## config.mk

```make
export PLATFORM = sky130hd
export DESIGN_NAME = lds_seq
export DESIGN_NICKNAME = d
export VERILOG_FILES = /design/src/rtl/lds_pkg.sv /design/src/rtl/lds_timeout.sv /design/src/rtl/lds_classify.sv /design/src/rtl/lds_seq.sv
export SDC_FILE = /design/constraint.sdc
export NUM_CORES = 1
export LEC_CHECK = 0
export BUFFER_PORTS_ARGS = -buffer_cell sky130_fd_sc_hd__buf_2
export CORE_MARGIN = 4
export CORE_UTILIZATION = 35
export DETAILED_ROUTE_END_ITERATION = 10
export MAX_ROUTING_LAYER = met4
export SLEW_MARGIN = 5
export SYNTH_ARGS = -nofsm -noshare
export SYNTH_HDL_FRONTEND = slang
export SYNTH_SLANG_ARGS = --single-unit
export TNS_END_PERCENT = 30
```

## constraint.sdc

```tcl
create_clock -name clk -period 6.4 [get_ports clk]
set_clock_uncertainty 0.1 [all_clocks]
set_input_delay 0.96 -clock clk [delete_from_list [all_inputs] [get_ports clk]]
set_output_delay 0.96 -clock clk [all_outputs]
set_load 0.02 [all_outputs]
```

## src/rtl/lds_pkg.sv

```systemverilog
package lds_pkg;

    typedef enum logic [2:0] {
        S_IDLE,
        S_DETECT,
        S_CLEAN,
        S_RUN,
        S_REPORT
    } seq_state_t;

    typedef enum logic [1:0] {
        LD_UNKNOWN = 2'b00,
        LD_SPEAKER = 2'b01,
        LD_SHORT   = 2'b10,
        LD_OPEN    = 2'b11
    } load_code_t;

endpackage

```

## src/rtl/lds_timeout.sv

```systemverilog
module lds_timeout #(
    parameter int TMO_CYC = 64
) (
    input  logic clk,
    input  logic rst_n,
    input  logic run,
    output logic expired
);
    localparam int TW = $clog2(TMO_CYC + 1);

    logic [TW-1:0] cnt;

    always_ff @(posedge clk or negedge rst_n) begin
        if (!rst_n) begin
            cnt <= '0;
        end else if (!run) begin
            cnt <= '0;
        end else if (!expired) begin
            cnt <= cnt + 1'b1;
        end
    end

    assign expired = run && (cnt == TW'(TMO_CYC - 1));

    AST_TMO_BOUND: assert property (@(posedge clk) disable iff (!rst_n)
        cnt < TW'(TMO_CYC));

endmodule

```

## src/rtl/lds_classify.sv

```systemverilog
module lds_classify
    import lds_pkg::*;
#(
    parameter int NCH = 2
) (
    input  logic [NCH-1:0]   dc,
    input  logic [NCH-1:0]   ocp,
    output logic [2*NCH-1:0] codes
);
    for (genvar g = 0; g < NCH; g++) begin : g_ch
        load_code_t c;
        always_comb begin
            unique case ({dc[g], ocp[g]})
                2'b00:   c = LD_SPEAKER;
                2'b01:   c = LD_SHORT;
                2'b10:   c = LD_OPEN;
                default: c = LD_UNKNOWN;
            endcase
        end
        assign codes[2*g +: 2] = c;
    end

endmodule

```

## src/rtl/lds_seq.sv

```systemverilog
module lds_seq
    import lds_pkg::*;
#(
    parameter int NCH     = 2,
    parameter int CNT_W   = 4,
    parameter int TMO_CYC = 64
) (
    input  logic               clk,
    input  logic               rst_n,
    input  logic               start_req,
    input  logic               retry_mode,
    input  logic [CNT_W-1:0]   attempt_limit,
    input  logic [NCH-1:0]     amp_en_rb,
    input  logic               cyc_done,
    input  logic               supply_fault,
    input  logic               stat_valid,
    input  logic [NCH-1:0]     stat_dc,
    input  logic [NCH-1:0]     stat_ocp,
    input  logic               op_ready,
    output logic               det_en,
    output logic               amp_release,
    output logic               done,
    output logic [2*NCH-1:0]   load_codes,
    output logic               limit_err
);
    localparam int LW = CNT_W + 1;

    seq_state_t        state, nstate;
    logic [CNT_W-1:0]  attempts;
    logic              det_ok;
    logic              detected;
    logic [NCH-1:0]    dc_lat;
    logic [2*NCH-1:0]  cls_codes;
    logic              tmo_exp;
    logic [LW-1:0]     lim;
    logic              at_limit;
    logic              cycle_end;
    logic              cycle_ok;
    logic              accept;

    assign lim       = (attempt_limit == '0) ? LW'(1) : {1'b0, attempt_limit};
    assign at_limit  = ({1'b0, attempts} + LW'(1)) >= lim;
    assign cycle_end = cyc_done || supply_fault || tmo_exp;
    assign cycle_ok  = cyc_done && stat_valid && !supply_fault;
    assign accept    = (state == S_IDLE) && start_req && (amp_en_rb == '0);

    lds_timeout #(.TMO_CYC(TMO_CYC)) u_tmo (
        .clk     (clk),
        .rst_n   (rst_n),
        .run     (state == S_DETECT),
        .expired (tmo_exp)
    );

    lds_classify #(.NCH(NCH)) u_cls (
        .dc    (dc_lat),
        .ocp   (stat_ocp),
        .codes (cls_codes)
    );

    // next-state logic
    always_comb begin
        nstate = state;
        unique case (state)
            S_IDLE:   if (accept) nstate = S_DETECT;
            S_DETECT: if (cycle_end) nstate = S_CLEAN;
            S_CLEAN: begin
                if (det_ok || (at_limit && !retry_mode)) nstate = S_RUN;
                else                                     nstate = S_DETECT;
            end
            S_RUN:    if (op_ready) nstate = S_REPORT;
            S_REPORT: nstate = S_IDLE;
            default:  nstate = S_IDLE;
        endcase
    end

    // state register
    always_ff @(posedge clk or negedge rst_n) begin
        if (!rst_n) state <= S_IDLE;
        else        state <= nstate;
    end

    // registered results
    always_ff @(posedge clk or negedge rst_n) begin
        if (!rst_n) begin
            attempts    <= '0;
            det_ok      <= 1'b0;
            detected    <= 1'b0;
            dc_lat      <= '0;
            load_codes  <= '0;
            limit_err   <= 1'b0;
            amp_release <= 1'b0;
        end else begin
            unique case (state)
                S_IDLE: if (accept) begin
                    attempts    <= '0;
                    det_ok      <= 1'b0;
                    detected    <= 1'b0;
                    load_codes  <= '0;
                    limit_err   <= 1'b0;
                    amp_release <= 1'b0;
                end
                S_DETECT: if (cycle_end) begin
                    det_ok <= cycle_ok;
                    dc_lat <= stat_dc;
                end
                S_CLEAN: begin
                    if (det_ok) begin
                        detected    <= 1'b1;
                        amp_release <= 1'b1;
                    end else if (at_limit) begin
                        limit_err <= 1'b1;
                        if (retry_mode) begin
                            attempts <= '0;
                        end else begin
                            attempts    <= attempts + 1'b1;
                            amp_release <= 1'b1;
                        end
                    end else begin
                        attempts <= attempts + 1'b1;
                    end
                end
                S_RUN: if (op_ready) begin
                    load_codes <= detected ? cls_codes : '0;
                end
                default: ;
            endcase
        end
    end

    // state-decoded outputs
    always_comb begin
        det_en = (state == S_DETECT);
        done   = (state == S_REPORT);
    end

    AST_GATED_START: assert property (@(posedge clk) disable iff (!rst_n)
        (state == S_IDLE && amp_en_rb != '0) |=> !det_en);
    AST_CLEANUP_WRITE: assert property (@(posedge clk) disable iff (!rst_n)
        (det_en && cycle_end) |=> (!det_en && state == S_CLEAN));
    AST_QUIET_RELEASE: assert property (@(posedge clk) disable iff (!rst_n)
        amp_release |-> !det_en);
    AST_NO_OVERFLOW: assert property (@(posedge clk) disable iff (!rst_n)
        (state == S_DETECT) |-> ({1'b0, attempts} < lim));
    AST_ERR_STICKY: assert property (@(posedge clk) disable iff (!rst_n)
        (limit_err && state != S_IDLE) |=> limit_err);
    AST_CODES_HOLD: assert property (@(posedge clk) disable iff (!rst_n)
        (state == S_RUN && !op_ready) |=> $stable(load_codes));
    AST_DONE_PULSE: assert property (@(posedge clk) disable iff (!rst_n)
        done |=> !done);

endmodule

```

# Yosys cells after proc, flatten, opt, wreduce, memory -nomap -nowiden
# Cells that the tools add are included.
dict set report word_totals {
  ff_bits 24
  latch_bits 0
  ramBits 0
  mem_bits_ro 0
  input_bits 18
  out_inout_bits 8
  wordCells 88
  n_memories 0
}
dict set report op_classes {
  n_addsub 3
  mul 0
  div_mod_pow 0
  order_cmp 1
  eq_ne 18
  shift 0
  mux 30
  bitwise 0
  n_reduce_logical 27
}
# op count
set op_table {}
lappend op_table {{$mux W4} 7}
lappend op_table {{$pmux W4 S2} 2}
lappend op_table {{$reduce_and A3 Y1} 5}
lappend op_table {{$mux W7} 2}
lappend op_table {{$ne A2 B2 Y1 const B} 7}
lappend op_table {{$pmux W2 S3} 2}
lappend op_table {{$pmux W3 S4} 1}
lappend op_table {{$mux W3} 3}
lappend op_table {{$mux W1} 8}
lappend op_table {{$pmux W1 S2} 4}
lappend op_table {{$reduce_and A4 Y1} 2}
lappend op_table {{$add A7 B1 Y7 const B} 1}
lappend op_table {{$eq A7 B6 Y1 const B} 1}
lappend op_table {{$eq A3 B2 Y1 const B} 2}
lappend op_table {{$logic_and A1 B1 Y1} 6}
lappend op_table {{$logic_not A2 Y1} 3}
lappend op_table {{$ne A3 B3 Y1 const B} 2}
lappend op_table {{$reduce_bool A2 Y1} 3}
lappend op_table {{$add A4 B1 Y5 const B} 1}
lappend op_table {{$ge A5 B4 Y1} 1}
lappend op_table {{$add A4 B1 Y4 const B} 1}
lappend op_table {{$eq A2 B1 Y1 const B} 2}
lappend op_table {{$eq A2 B2 Y1 const B} 2}
lappend op_table {{$logic_not A4 Y1} 1}
lappend op_table {{other kinds (7)} 10}

# Depth between registers and ports, before layout
# Gate-level depths: netlist of run 1.
dict set report depth {
  word_depth 7
  ltp_mapped 9
  ltp_nobuf 9
}

# By module
# From an unflattened synthesis of run 1, not the netlist that was laid out.
dict set report unflattened {
  hier_cells 161
  area_unflattened_um2 1466.4
}
# mod n_inst cells_each area_per_inst_um2 seq_area_each_um2
set by_module_without_submodules {}
lappend by_module_without_submodules {lds_seq 1 113 1007.2 425.4}
lappend by_module_without_submodules {lds_timeout 1 37 365.4 175.2}
lappend by_module_without_submodules {lds_classify 1 11 93.8 0.0}

# Worst setup path before layout of run 1
# No wires, ideal clock.
dict set report synth_timing {
  path_type {input -> register}
  start {input port attempt_limit[2]}
  end {register limit_err}
  setup_ns 0.126
  arrival_ns 2.204
  required_time_ns 6.174
  setup_slack_ns 3.970
  cell_stages 8
  n_path_buf 0
  path_cell_list {inv_1 a31o_2 ha_1 nand2b_1 a31oi_1 o21ai_0 nor2b_1 o32a_1}
}
dict set report synth_via {
  elab_chain_cells 5
}
# item line_no
set synth_rtl {}
lappend synth_rtl {{start, declared} lds_seq.sv:12} ;# input logic [CNT_W-1:0] attempt_limit,
lappend synth_rtl {{$logic_not A4 Y1} lds_seq.sv:41} ;# assign lim = (attempt_limit == '0) ? LW'(1) : {1'b0, attempt_limit};
lappend synth_rtl {{$mux W4 *} lds_seq.sv:41}
lappend synth_rtl {{$ge A5 B4 Y1 *} lds_seq.sv:42} ;# assign at_limit = ({1'b0, attempts} + LW'(1)) >= lim;
lappend synth_rtl {{$ne A2 B2 Y1 (no source line) *} --}
lappend synth_rtl {{$reduce_and A4 Y1 (no source line) *} --}
lappend synth_rtl {{end signal, assigned} lds_seq.sv:90} ;# limit_err <= 1'b0;
lappend synth_rtl {{end signal, assigned} lds_seq.sv:99} ;# limit_err <= 1'b0;
lappend synth_rtl {{end signal, assigned} lds_seq.sv:111} ;# limit_err <= 1'b1;
lappend synth_rtl {{end, declared} lds_seq.sv:24} ;# output logic limit_err
# Every way passes the cells marked *; elsewhere a longest branch is shown, timed or not.
# A chain may end at the register's enable or synchronous reset.

# Worst setup path after layout of run 1
dict set report layout_timing {
  start {register state[2]}
  end {output port det_en}
}
dict set report layout_via {
  elab_chain_cells 1
}
# item line_no
set layout_rtl {}
lappend layout_rtl {{start, declared} lds_seq.sv:28} ;# seq_state_t state, nstate;
lappend layout_rtl {{start signal, assigned} lds_seq.sv:79} ;# else state <= nstate;
lappend layout_rtl {{$eq A3 B1 Y1} lds_seq.sv:132} ;# det_en = (state == S_DETECT);
lappend layout_rtl {{end, declared} lds_seq.sv:20} ;# output logic det_en,
# Every way passes these cells.

==> results of run 1 <==
==> power groups by stage <==
stage          sequential [W]  combinational, W  clock [W]
6_report             0.000255          0.000243   0.000134
5_1_grt              0.000266          0.000276   0.000145
4_1_cts              0.000255          0.000247   0.000138
3_5_place_dp         0.000258          0.000246          0
3_3_place_gp         0.000255          0.000235          0
2_1_floorplan        0.000250          0.000178          0
==> cell type report <==
class | instances | share of cell area
well taps | 48 | 0.0361
inverters | 17 | 0.0384
flip-flops and latches | 24 | 0.361
clock inverters | 1 | 0.0181
clock buffers | 3 | 0.0248
repair buffers | 25 | 0.0753
multi-input cells | 108 | 0.446
==> kinds of logic after synthesis <==
group,share of synthesized area
AND/OR/NAND/NOR,0.192
AO/OA/AOI/OAI,0.163
flip-flops,0.423
buffers and inverters,0.0563
adder cells (fa/ha/maj),0.0968
multiplexers,0.0449
XOR/XNOR,0.0247
==> cell usage in the layout, fill, tap and decap left out, drive strengths merged, types with 2 or more instances in the layout <==
cell | netlist | routed
nor3 | 4 | 4
nand3 | 4 | 4
ha | 11 | 11
mux2i | 3 | 3
and3 | 4 | 4
nand2 | 17 | 17
xor2 | 2 | 2
a31oi | 6 | 6
clkbuf | 2 | 3
nand2b | 5 | 5
dfrtp | 24 | 24
buf | 2 | 25
xnor2 | 2 | 2
mux2 | 3 | 3
or3b | 2 | 2
a21o | 2 | 2
inv | 17 | 17
nor2 | 12 | 12
o21ai | 8 | 8
o31ai | 3 | 3
a21oi | 6 | 6
a311oi | 2 | 2
==> cell usage after synthesis (2+ instances only) <==
library cell	number	area, µm²
sky130_fd_sc_hd__a21o_1	2	15.0
sky130_fd_sc_hd__a21oi_1	6	30.0
sky130_fd_sc_hd__a311oi_1	2	17.5
sky130_fd_sc_hd__a31oi_1	5	31.3
sky130_fd_sc_hd__and3_1	4	25.0
sky130_fd_sc_hd__clkbuf_1	2	7.51
sky130_fd_sc_hd__dfrtp_1	24	601
sky130_fd_sc_hd__ha_1	11	138
sky130_fd_sc_hd__inv_1	17	63.8
sky130_fd_sc_hd__mux2_2	2	22.5
sky130_fd_sc_hd__mux2i_1	3	30.0
sky130_fd_sc_hd__nand2_1	17	63.8
sky130_fd_sc_hd__nand2b_1	5	31.3
sky130_fd_sc_hd__nand3_1	4	20.0
sky130_fd_sc_hd__nor2_1	10	37.5
sky130_fd_sc_hd__nor3_1	4	20.0
sky130_fd_sc_hd__o21ai_0	8	40.0
sky130_fd_sc_hd__o31ai_1	3	22.5
sky130_fd_sc_hd__or3b_2	2	17.5
sky130_fd_sc_hd__xnor2_1	2	17.5
sky130_fd_sc_hd__xor2_1	2	17.5
==> layer usage <==
layer | track usage | share of wire
met5 | - | 0
met4 | 0.0418 | 0.013
met3 | 0.0281 | 0.051
met2 | 0.197 | 0.46
met1 | 0.167 | 0.48
==> final timing paths <==
check / cells past startpoint / startpoint / slack (ns) / to
min: 1 / load_codes[0]$_DFFE_PN0P_ / 0.39 / load_codes[0]$_DFFE_PN0P_
min reg2reg: 1 / load_codes[0]$_DFFE_PN0P_ / 0.39 / load_codes[0]$_DFFE_PN0P_
max in group asynchronous: 1 / rst_n / 5.27 / u_tmo.cnt[2]$_DFFE_PN0P_
max: 4 / state[2]$_DFFE_PN0P_ / 3.62 / det_en
min in group asynchronous: 1 / rst_n / 0.56 / state[2]$_DFFE_PN0P_
max reg2reg: 9 / attempts[0]$_DFFE_PN0P_ / 4.22 / limit_err$_DFFE_PN0P_
==> state kept, by name, indices dropped and copies added, names as in the netlist, 2 cells and up <==
register	cells
attempts	4
dc_lat	2
load_codes	4
state	3
u_tmo.cnt	7
==> critical path: stages (launching register included) <==
cell and delay (ns):
sky130_fd_sc_hd__dfrtp_1 0.54, sky130_fd_sc_hd__nor2_1 0.32, sky130_fd_sc_hd__nand2_1 0.20, sky130_fd_sc_hd__inv_1 0.20, sky130_fd_sc_hd__buf_2 0.19
==> per-stage QoR <==
stage	total power (W)	instance area [µm²]	cells
3_5_place_dp	0.000503	1590	222
4_1_cts	0.000641	1660	226
5_1_grt	0.000686	1660	226
6_report	0.000632	1660	226
3_3_place_gp	0.000490	1590	222
2_1_floorplan	0.000428	1420	153
==> impl_metrics.env, run 1 <==
export IMPL_status="finished clean"
export IMPL_gp_congestion=0.894
export IMPL_post_cts_setup_buffer_count=0
export IMPL_max_cap_viol_count=0
export IMPL_place_worst_setup_slack_ns=3.79
export IMPL_final_nets=208
export IMPL_ys_flop_type="sky130_fd_sc_hd__dfrtp_1"
export IMPL_post_cts_resized=0
export IMPL_worst_endpoint_arrival_ns=1.72
export IMPL_avgSynthCellArea_um2=9.29
export IMPL_ir_worst_vdd_mv=0.191
export IMPL_power_net_switching_w=0.000247
export IMPL_route_detailed_drc=0
export IMPL_slew_headroom=0.639
export IMPL_synth_ff_latch_count=24
export IMPL_io_pins=26
export IMPL_core_area_um2=3800
export IMPL_clock_tree_from_tritoncts="done"
export IMPL_power_density_cell_area_nw_per_um2=380
export IMPL_fill_cells=395
export IMPL_setup_violations_final=0
export IMPL_seq_area_frac_synth=0.423
export IMPL_routed_via_density=5.15
export IMPL_synth_net_count=182
export IMPL_syn_area_um2=1420
export IMPL_grt_pass1_wl_um=5090
export IMPL_async_reset_ff_frac=1.00
export IMPL_power_combinational_fraction=0.385
export IMPL_critical_path_class="register to output pin"
export IMPL_port_buffers=25
export IMPL_grt_antenna_before_repair=0
export IMPL_worst_path_max_fanout=13
export IMPL_clock_tree_buffer_depth=2
export IMPL_maxClockFrequency_mhz=359
export IMPL_hp_class="register to register"
export IMPL_track_usage=0.128
export IMPL_finalWorstSetupSlack_ns=3.62
export IMPL_cts_sinks=24
export IMPL_grt_pass1_vias=1137
export IMPL_cp_startpoint_kind="register"
export IMPL_report_final_slew_viol_count=0
export IMPL_layout_area_overhead_vs_synth_pct=16.9
export IMPL_tns_ns=0
export IMPL_synth_edff_count=0
export IMPL_grt_setup_unrepaired="false"
export IMPL_post_cts_hold_buffer_count=0
export IMPL_worst_setup_hold_path_clk_slew_ns=0.09
export IMPL_hold_worst_slack_ns=0.393
export IMPL_period_needed_ns=2.78
export IMPL_final_period_utilization=0.435
export IMPL_finalWirelength_um=2950
export IMPL_die_h_um=71.7
export IMPL_cp_end_kind="output pin"
export IMPL_fp_dieArea_um2=5140
export IMPL_drtAntennaViolNets=0
export IMPL_dr_total_vias=1164
export IMPL_power_switching_fraction=0.391
export IMPL_numCtsBuffers=3
export IMPL_chipWidth_um=71.7
export IMPL_clock_tree_htree_level_count=1
export IMPL_gr_ovfl_total=0
export IMPL_insertion_delay_ns=0.27
export IMPL_diodes=0
export IMPL_clockRootBuffer="sky130_fd_sc_hd__clkbuf_8"
export IMPL_grt_max_degree=25
export IMPL_detailedRoute_firstIterationViolations=69
export IMPL_power_share_clock=0.212
export IMPL_synthesis_yosys_warnings=0
export IMPL_sequentialPowerShare=0.403
export IMPL_timing_hold_violations_final=0
export IMPL_internal_power_w=0.000385
export IMPL_worstMarginPinSlew_ns=0.541
export IMPL_finish_utilization=0.437
export IMPL_netlist_instances=153
export IMPL_dp_hpwl_um=2290
export IMPL_ys_types=39
export IMPL_p_leak_nw=0.858
export IMPL_area_used_by_multi_input_combinational_logic_um2=741
export IMPL_rows=22
export IMPL_layout_cell_share_with_drive_strength_beyond_1=0.213
export IMPL_area_sequential_um2=601
export IMPL_avgRoutedWirePerCell_um=13.1
export IMPL_crit_required_ns=5.34
export IMPL_dr_pass1_iterations=4
export IMPL_initial_utilization=0.374
Power figures use the tool's default switching activity.
==> inputs of run 2 (changes only) <==
==> constraint.sdc (replaced) <==
create_clock -name clk -period 2.4 [get_ports clk]
set_clock_uncertainty 0.1 [all_clocks]
set_input_delay 0.36 -clock clk [delete_from_list [all_inputs] [get_ports clk]]
set_output_delay 0.36 -clock clk [all_outputs]
set_load 0.02 [all_outputs]
==> run 2 against run 1 <==
Worst hold slack got worse by 0.17 ns; flip-flop and latch count stayed put; utilization up 0.46 points; sequential share of layout area fell by 0.38 points; die area did not move; worst setup slack got worse by 3.4 ns; count of clock-buffer cells in the layout stayed put; non-clock buffer count increased by 2; combinational power grew to 2.9 times the previous value; sequential power grew to 2.5 times the previous value; critical path type is now register to register; critical endpoint is now limit_err$_DFFE_PN0P_; largest power group is now combinational cells.
==> impl_metrics.env, run 2 (synthesized netlist as in run 1, its figures left out) <==
export IMPL_critical_path_class="register to register"
export IMPL_grt_setup_unrepaired="false"
export IMPL_gr_ovfl_total=0
export IMPL_hp_class="primary input to register"
export IMPL_startpoint="attempts[0]$_DFFE_PN0P_"
export IMPL_worst_hold_startpoint="stat_dc[0]"
export IMPL_tns_ns=0
export IMPL_power_total_w=0.00169
export IMPL_grt_pass1_vias=1154
export IMPL_period_needed_ns=2.18
export IMPL_worst_endpoint_arrival_ns=2.24
export IMPL_largest_register_ff_count=7
export IMPL_dr_pass1_iterations=4
export IMPL_layout_area_overhead_vs_synth_pct=18.1
export IMPL_dp_hpwl_um=2250
export IMPL_place_worst_setup_slack_ns=0.231
export IMPL_io_pins=26
export IMPL_worst_path_max_fanout=5
export IMPL_route_detailed_drc=0
export IMPL_status="finished clean"
export IMPL_finalWorstSetupSlack_ns=0.217
export IMPL_routed_via_density=5.14
export IMPL_diodes=0
export IMPL_registers_top_by_ff_count="u_tmo.cnt"
export IMPL_most_frequent_standard_cell_in_the_layout_excluding_fill_and_tap_cells="sky130_fd_sc_hd__buf_2"
export IMPL_clock_tree_from_tritoncts="done"
export IMPL_grt_pass1_wl_um=5000
export IMPL_worstMarginPinSlew_ns=0.540
export IMPL_worst_setup_hold_path_clk_slew_ns=0.09
export IMPL_clock_tree_htree_level_count=1
export IMPL_grt_max_degree=25
export IMPL_rows=22
export IMPL_fill_cells=381
export IMPL_setup_violations_final=0
export IMPL_avgRoutedWirePerCell_um=12.5
export IMPL_cp_end_kind="register"
export IMPL_port_buffers=25
export IMPL_timing_hold_violations_final=0
export IMPL_track_usage=0.122
export IMPL_detailedRoute_firstIterationViolations=60
export IMPL_maxClockFrequency_mhz=458
export IMPL_final_nets=210
export IMPL_report_final_slew_viol_count=0
export IMPL_ir_worst_vdd_mv=0.554
export IMPL_insertion_delay_ns=0.27
export IMPL_slew_headroom=0.640
export IMPL_mostFrequentLayoutCells="sky130_fd_sc_hd__buf_2 (25), sky130_fd_sc_hd__dfrtp_1 (24), sky130_fd_sc_hd__inv_1 (17), sky130_fd_sc_hd__nand2_1 (17), sky130_fd_sc_hd__ha_1 (11)"
export IMPL_crit_required_ns=2.46
export IMPL_die_h_um=71.7
export IMPL_p_leak_nw=0.867
export IMPL_cts_sinks=24
export IMPL_chipWidth_um=71.7
export IMPL_grt_antenna_before_repair=0
export IMPL_crit_reg2reg_launch="attempts[0]$_DFFE_PN0P_"
export IMPL_numCtsBuffers=3
export IMPL_max_cap_viol_count=0
export IMPL_layout_cell_share_with_drive_strength_beyond_1=0.217
export IMPL_initial_utilization=0.374
export IMPL_clockRootBuffer="sky130_fd_sc_hd__clkbuf_8"
export IMPL_core_area_um2=3800
export IMPL_finalWirelength_um=2860
export IMPL_clock_tree_buffer_depth=2
export IMPL_drtAntennaViolNets=0
export IMPL_gp_congestion=0.840
export IMPL_biggestRegsByFlops="u_tmo.cnt x7, attempts x4, load_codes x4"
export IMPL_power_density_cell_area_nw_per_um2=1010
export IMPL_dr_total_vias=1172
export IMPL_final_period_utilization=0.910
export IMPL_post_cts_setup_buffer_count=0
export IMPL_cp_startpoint_kind="register"
export IMPL_fp_dieArea_um2=5140
-- run 2: metrics by stage --
step	cells	instance area, µm²	util	hold slack (ns)
5_1_grt	228	1680	0.442	0.230
4_1_cts	228	1680	0.442	0.214
2_1_floorplan	153	1420	-	-0.0356
3_3_place_gp	223	1600	0.421	0.277
3_5_place_dp	223	1600	0.421	0.275
6_report	228	1680	0.442	0.220
-- run 2: report_power, final --
group | internal, W | leakage (nW) | total, W | switching, W
registers | 0.000525 | 0.316 | 0.000647 | 0.000121
clock network | 0.000223 | 0.0357 | 0.000351 | 0.000128
logic | 0.000291 | 0.515 | 0.000693 | 0.000402
total | 0.00104 | 0.867 | 0.00169 | 0.000652
-- run 2: final timing paths --
kind | endpoint | slack [ns] | cells after the start
min in group asynchronous | state[2]$_DFFE_PN0P_ | 0.50 | 2
setup / recovery | limit_err$_DFFE_PN0P_ | 0.22 | 9
hold reg to reg | load_codes[0]$_DFFE_PN0P_ | 0.39 | 1
max in group asynchronous | load_codes[3]$_DFFE_PN0P_ | 1.34 | 2
hold / removal | dc_lat[0]$_DFFE_PN0P_ | 0.22 | 2
setup reg to reg | limit_err$_DFFE_PN0P_ | 0.22 | 9
-- run 2: area by class of cell --
cell class                      count  area (µm²)  share of cell area
Clock inverter                      1        30.0              0.0179
Multi-Input combinational cell    108         741               0.441
Clock buffer                        3        41.3              0.0246
Inverter                           17        63.8              0.0380
Tap cell                           48        60.1              0.0358
Sequential cell                    24         601               0.358
Timing Repair Buffer               27         143              0.0849
-- run 2: worst max-delay path: stages, from the launching register on --
cell                       delay [ns]
sky130_fd_sc_hd__dfrtp_1         0.43
sky130_fd_sc_hd__ha_1            0.24
sky130_fd_sc_hd__nand2b_1        0.16
sky130_fd_sc_hd__nand2_1         0.08
sky130_fd_sc_hd__ha_1            0.25
sky130_fd_sc_hd__a21o_1          0.16
sky130_fd_sc_hd__a31oi_1         0.17
sky130_fd_sc_hd__o21ai_0         0.16
sky130_fd_sc_hd__nor2b_1         0.17
sky130_fd_sc_hd__o32a_1          0.17
-- run 2: repair_timing --
action,4_1_cts,5_1_grt
resized for setup,0,0
endpoints found under the hold margin,24,0
hold buffers,1,0
-- run 2: metal layers --
| metal | up-vias | part of all wire | wire length [µm] | global-route usage |
|---|---|---|---|---|
| met4 | 0 | 0.0032 | 9 | 0.0271 |
| met1 | 549 | 0.48 | 1380 | 0.160 |
| met2 | 31 | 0.46 | 1310 | 0.186 |
| met5 | - | 0 | 0 | - |
| met3 | 2 | 0.053 | 151 | 0.0365 |
| li1 | 590 | - | - | - |
